$ cat src/rtl/ctl_ep_pkg.sv
package ctl_ep_pkg;
  localparam int unsigned ST_W = 3;

  typedef enum logic [ST_W-1:0] {
    ST_SETUP  = 3'd1,
    ST_TX     = 3'd2,
    ST_RX     = 3'd3,
    ST_TX_END = 3'd4,
    ST_STALL  = 3'd5
  } ep0_st_e;

  typedef struct packed {
    logic stall;
    logic setup;
    logic setup_in;
    logic setup_data;
    logic in_done;
    logic in_last;
    logic out_last;
    logic cmpl;
  } ep0_evt_t;
endpackage

$ cat src/rtl/ctl_ep_evt.sv
module ctl_ep_evt
  import ctl_ep_pkg::*;
#(
  parameter bit SETUP_PREEMPT = 1'b1
) (
  input  ep0_st_e  st_i,
  input  logic     setup_i,
  input  logic     setup_dir_in_i,
  input  logic     setup_has_data_i,
  input  logic     in_done_i,
  input  logic     in_last_i,
  input  logic     out_rx_i,
  input  logic     out_last_i,
  input  logic     xfer_cmpl_i,
  input  logic     stall_req_i,
  output ep0_evt_t evt_o
);
  logic setup_ok;

  generate
    if (SETUP_PREEMPT) begin : g_any
      assign setup_ok = 1'b1;
    end else begin : g_idle
      assign setup_ok = (st_i == ST_SETUP) || (st_i == ST_STALL);
    end
  endgenerate

  always_comb begin
    evt_o            = '0;
    evt_o.stall      = stall_req_i;
    // stall outranks a coincident setup
    evt_o.setup      = setup_i & setup_ok & ~stall_req_i;
    evt_o.setup_in   = setup_dir_in_i;
    evt_o.setup_data = setup_has_data_i;
    evt_o.in_done    = in_done_i;
    evt_o.in_last    = in_last_i;
    evt_o.out_last   = out_rx_i & out_last_i;
    evt_o.cmpl       = xfer_cmpl_i;
  end
endmodule

$ cat src/rtl/ctl_ep_next.sv
module ctl_ep_next
  import ctl_ep_pkg::*;
(
  input  ep0_st_e  st_i,
  input  ep0_evt_t evt_i,
  output ep0_st_e  nxt_o
);
  always_comb begin
    nxt_o = st_i;
    if (evt_i.stall) begin
      nxt_o = ST_STALL;
    end else if (evt_i.setup) begin
      if (!evt_i.setup_data)    nxt_o = ST_SETUP;
      else if (evt_i.setup_in)  nxt_o = ST_TX;
      else                      nxt_o = ST_RX;
    end else begin
      unique case (st_i)
        ST_TX: begin
          if (evt_i.in_last)      nxt_o = ST_TX_END;
          else if (evt_i.in_done) nxt_o = ST_TX;
        end
        ST_TX_END: if (evt_i.cmpl)     nxt_o = ST_SETUP;
        ST_RX:     if (evt_i.out_last) nxt_o = ST_SETUP;
        ST_SETUP, ST_STALL: nxt_o = st_i;
        default:   nxt_o = ST_SETUP;
      endcase
    end
  end
endmodule

$ cat src/rtl/ctl_ep_dec.sv
module ctl_ep_dec
  import ctl_ep_pkg::*;
(
  input  ep0_st_e         st_i,
  output logic [ST_W-1:0] state_o,
  output logic            expect_in_o,
  output logic            expect_out_o,
  output logic            stall_o
);
  always_comb begin
    state_o      = st_i;
    expect_in_o  = (st_i == ST_TX);
    expect_out_o = (st_i == ST_RX);
    stall_o      = (st_i == ST_STALL);
  end
endmodule

$ cat src/rtl/ctl_ep_fsm.sv
module ctl_ep_fsm
  import ctl_ep_pkg::*;
#(
  parameter bit SETUP_PREEMPT = 1'b1
) (
  input  logic            clk_i,
  input  logic            rst_ni,
  input  logic            setup_i,
  input  logic            setup_dir_in_i,
  input  logic            setup_has_data_i,
  input  logic            in_done_i,
  input  logic            in_last_i,
  input  logic            out_rx_i,
  input  logic            out_last_i,
  input  logic            xfer_cmpl_i,
  input  logic            stall_req_i,
  output logic [ST_W-1:0] state_o,
  output logic            expect_in_o,
  output logic            expect_out_o,
  output logic            stall_o
);
  ep0_st_e  st_q, st_d;
  ep0_evt_t evt;

  ctl_ep_evt #(.SETUP_PREEMPT(SETUP_PREEMPT)) u_evt (
    .st_i             (st_q),
    .setup_i          (setup_i),
    .setup_dir_in_i   (setup_dir_in_i),
    .setup_has_data_i (setup_has_data_i),
    .in_done_i        (in_done_i),
    .in_last_i        (in_last_i),
    .out_rx_i         (out_rx_i),
    .out_last_i       (out_last_i),
    .xfer_cmpl_i      (xfer_cmpl_i),
    .stall_req_i      (stall_req_i),
    .evt_o            (evt)
  );

  ctl_ep_next u_next (
    .st_i  (st_q),
    .evt_i (evt),
    .nxt_o (st_d)
  );

  always_ff @(posedge clk_i or negedge rst_ni) begin
    if (!rst_ni) st_q <= ST_SETUP;
    else         st_q <= st_d;
  end

  ctl_ep_dec u_dec (
    .st_i         (st_q),
    .state_o      (state_o),
    .expect_in_o  (expect_in_o),
    .expect_out_o (expect_out_o),
    .stall_o      (stall_o)
  );
endmodule

$ cat config.mk
export PLATFORM = sky130hd
export DESIGN_NAME = ctl_ep_fsm
export DESIGN_NICKNAME = d
export VERILOG_FILES = /design/src/rtl/ctl_ep_pkg.sv /design/src/rtl/ctl_ep_evt.sv /design/src/rtl/ctl_ep_next.sv /design/src/rtl/ctl_ep_dec.sv /design/src/rtl/ctl_ep_fsm.sv
export SDC_FILE = /design/constraint.sdc
export NUM_CORES = 1
export LEC_CHECK = 0
export ABC_AREA = 1
export CAP_MARGIN = 30
export CELL_PAD_IN_SITES_DETAIL_PLACEMENT = 1
export CELL_PAD_IN_SITES_GLOBAL_PLACEMENT = 1
export CORE_AREA = 2 2 39 41
export DETAILED_ROUTE_END_ITERATION = 8
export DIE_AREA = 0 0 41 43
export PLACE_DENSITY = 0.78
export SLEW_MARGIN = 10
export SYNTH_ARGS = -nofsm -noshare
export SYNTH_HDL_FRONTEND = slang
export SYNTH_SLANG_ARGS = --single-unit
$ cat constraint.sdc
create_clock -name clk_i -period 2.61 [get_ports clk_i]
set_input_delay 0.783 -clock clk_i [delete_from_list [all_inputs] [get_ports clk_i]]
set_output_delay 0.783 -clock clk_i [all_outputs]
set_load 0.01 [all_outputs]
==> results.json <==
{
  "status": "finished, final reports clean",
  "maximum_number_of_pins_on_one_net_before_global_route_repair": 7,
  "core.rowCount": 14,
  "globalRoute.totalOverflow": 0,
  "irDropWorstVdd_mv": 0.106,
  "timing.critical_path.fanout_max": 5,
  "start_kind": "register",
  "yosys_register_bits": 3,
  "net_count_of_the_mapped_netlist": 62,
  "hp-class": "reg -> reg",
  "syn-instance-count": 51,
  "ys_types": 13,
  "antenna_violations_before_repair": 0,
  "num-nets-final": 83,
  "reg2reg_to": "st_q[2]$_DFFE_PN0P_",
  "timing.reg2reg.setup_slack_ps": 1420,
  "ctsHoldBuffers": 0,
  "area_delta_synth_final_pct": 74.0,
  "cts_buffer_depth": 2,
  "detail-route-antenna-nets": 0,
  "drt-initial-drc-count": 5,
  "cts_tree": "done",
  "synth_sequential_area_ratio_pct": 27.4,
  "routed_wl_microns": 777,
  "slowest_delay_ps": 550,
  "period_needed_ps": 2280,
  "grt_pass1_vias": 365,
  "cap_viol_max_count": 0,
  "drv_slew": 0,
  "worst_setup_hold_path_clk_slew_ps": 40,
  "crit_end": "stall_o",
  "cts_root_buf": "clkbuf_4",
  "postLayoutCoreUtil_pct": 35.1,
  "worst-r2r-cell-count": 7,
  "biggestRegsByFlops": "st_q x3",
  "clock_latency_ps": 230,
  "detail_route.vias_per_cell": 4.20,
  "buffers_inserted_by_post_cts_timing_repair": 0,
  "cellPowerDensity_nw_per_um2": 364,
  "rsz_0062_raised_after_global_routing": "no",
  "design.portCount": 17,
  "start_util_pct": 20.2,
  "final_cycle_share_pct": 87.5,
  "port_buffers": 16,
  "largest_register_ff_count": 3,
  "grtUsageTotal_pct": 11.7,
  "worst_setup_path_end_kind": "primary output",
  "wl_per_cell_microns": 8.93,
  "setup.worst_path.start": "st_q[0]$_DFFE_PN1P_",
  "cts-resized-gates": 0,
  "post_route_cells_drive_above_1_share_pct": 12.7,
  "ys_warn_count": 0,
  "drt-pass1-iter-count": 2,
  "timing.final.hold_violations": 0,
  "r2r_start": "st_q[0]$_DFFE_PN1P_",
  "drc": 0,
  "max_slew_margin_pct": 86.6,
  "syn_area_per_cell_sq_um": 5.47,
  "worstPathArrival_ps": 1500,
  "global_route_wire_length_before_repair_microns": 1390,
  "routed-via-count": 365,
  "dpl.hpwl_microns": 662,
  "largest-register": "st_q",
  "finalPower_w": 0.000177,
  "placeableCoreArea_sq_um": 1380,
  "clock_skew_ps": 0.606,
  "total_leakage_power_nw": 0.246,
  "max_slew.worst_pin.slew_ps": 200,
  "die_x_microns": 41,
  "die_area_sq_um": 1760,
  "gp_congestion": 0.736,
  "height_of_the_die_microns": 43,
  "timing_worst_setup_path_type": "reg -> out",
  "clkSinkCount": 3,
  "timing.critical_path.required_ps": 1830,
  "filler_cell_count": 187,
  "ctsHtreeMaxLevel": 1,
  "setup_violators_final": 0,
  "max_freq_mhz": 438,
  "syn-cell-area_sq_um": 279,
  "critPathSlowestCell": "dfstp_2",
  "crit_chain": "nand2_1, nor2_1, clkdlybuf4s50_1",
  "numCtsBuffers": 3,
  "setup_total_negative_slack_ps": 0,
  "diodes": 0
}
[synth_stat cells]
cell | count | area [sq um]
a21oi_1 | 1 | 5.00
o21ai_1 | 1 | 5.00
nor2_1 | 8 | 30.0
clkinv_1 | 1 | 3.75
nand3_2 | 1 | 10.0
inv_2 | 2 | 7.51
dfrtp_1 | 2 | 50.1
dfstp_2 | 1 | 26.3
a31oi_1 | 1 | 6.26
inv_1 | 9 | 33.8
nor2_2 | 2 | 12.5
nand3_1 | 5 | 25.0
nand2_1 | 17 | 63.8
[placed cells by master (no fill, tap or decap)]
master	n
nand2_1	17
clkdlybuf4s50_1	16
inv_1	9
nor2_1	8
nand3_1	5
clkbuf_4	3
nor2_2	2
inv_2	2
dfrtp_1	2
clkinv_1	1
nand3_2	1
a31oi_1	1
a21oi_1	1
o21ai_1	1
clkbuf_1	1
dfstp_2	1
[kinds of logic (layout without fill, tap and decap cells)]
family                 Yosys count  after routing  share of synthesized area, %
AOI/OAI and AO/OA                3              3                          5.83
buffers and inverters           12             32                          16.1
DFF                              3              3                          27.4
and+or+nand+nor                 33             33                          50.7
[how the worst min path moves through the flow]
stage | from | end | slack (ps) | depth (start not counted)
after floorplan | rst_ni | st_q[1]$_DFFE_PN0P_ | 490 | 0
after global placement | st_q[2]$_DFFE_PN0P_ | st_q[2]$_DFFE_PN0P_ | 570 | 2
after detailed placement | st_q[2]$_DFFE_PN0P_ | st_q[2]$_DFFE_PN0P_ | 580 | 2
after CTS | st_q[2]$_DFFE_PN0P_ | st_q[2]$_DFFE_PN0P_ | 590 | 2
after global routing | st_q[2]$_DFFE_PN0P_ | st_q[2]$_DFFE_PN0P_ | 640 | 2
final | st_q[1]$_DFFE_PN0P_ | st_q[1]$_DFFE_PN0P_ | 590 | 2
[metrics by stage]
stage	hold WS, ps	worst slack, ps	area, sq um	instances
after detailed placement	584	562	459	83
final	589	325	485	87
after global placement	572	560	459	83
after floorplan	487	1030	279	51
after global routing	645	221	485	87
after CTS	594	309	485	87
[worst max-delay path, delay by kind of cell, from the launching register on]
kind	cells	cell delay, ps
and+or+nand+nor	2	180
DFF	1	550
buffers and inverters	1	540
[power breakdown]
part	internal (W)	switching, W	leakage [nW]
sequential	0.0000493	0.00000368	0.0353
combinational	0.0000255	0.0000176	0.196
clock	0.0000572	0.0000232	0.0150
total	0.000132	0.0000445	0.246
[area by class of cell]
| class | instances | area, sq um | share of cell area, % |
|---|---|---|---|
| Inverter | 12 | 45.0 | 9.28 |
| Clock buffer | 4 | 26.3 | 5.41 |
| Tap cell | 16 | 20.0 | 4.12 |
| Sequential cell | 3 | 76.3 | 15.7 |
| Multi-Input combinational cell | 36 | 158 | 32.5 |
| Timing Repair Buffer | 16 | 160 | 33.0 |
[layer usage]
layer / share of wire [%] / track usage (%)
met1: 42 / 12.9
met5: 0 / 0
met3: 8.9 / 3.14
met2: 49 / 18.1
met4: 0 / 8.00
No activity file was read; power rests on OpenSTA's default activity.
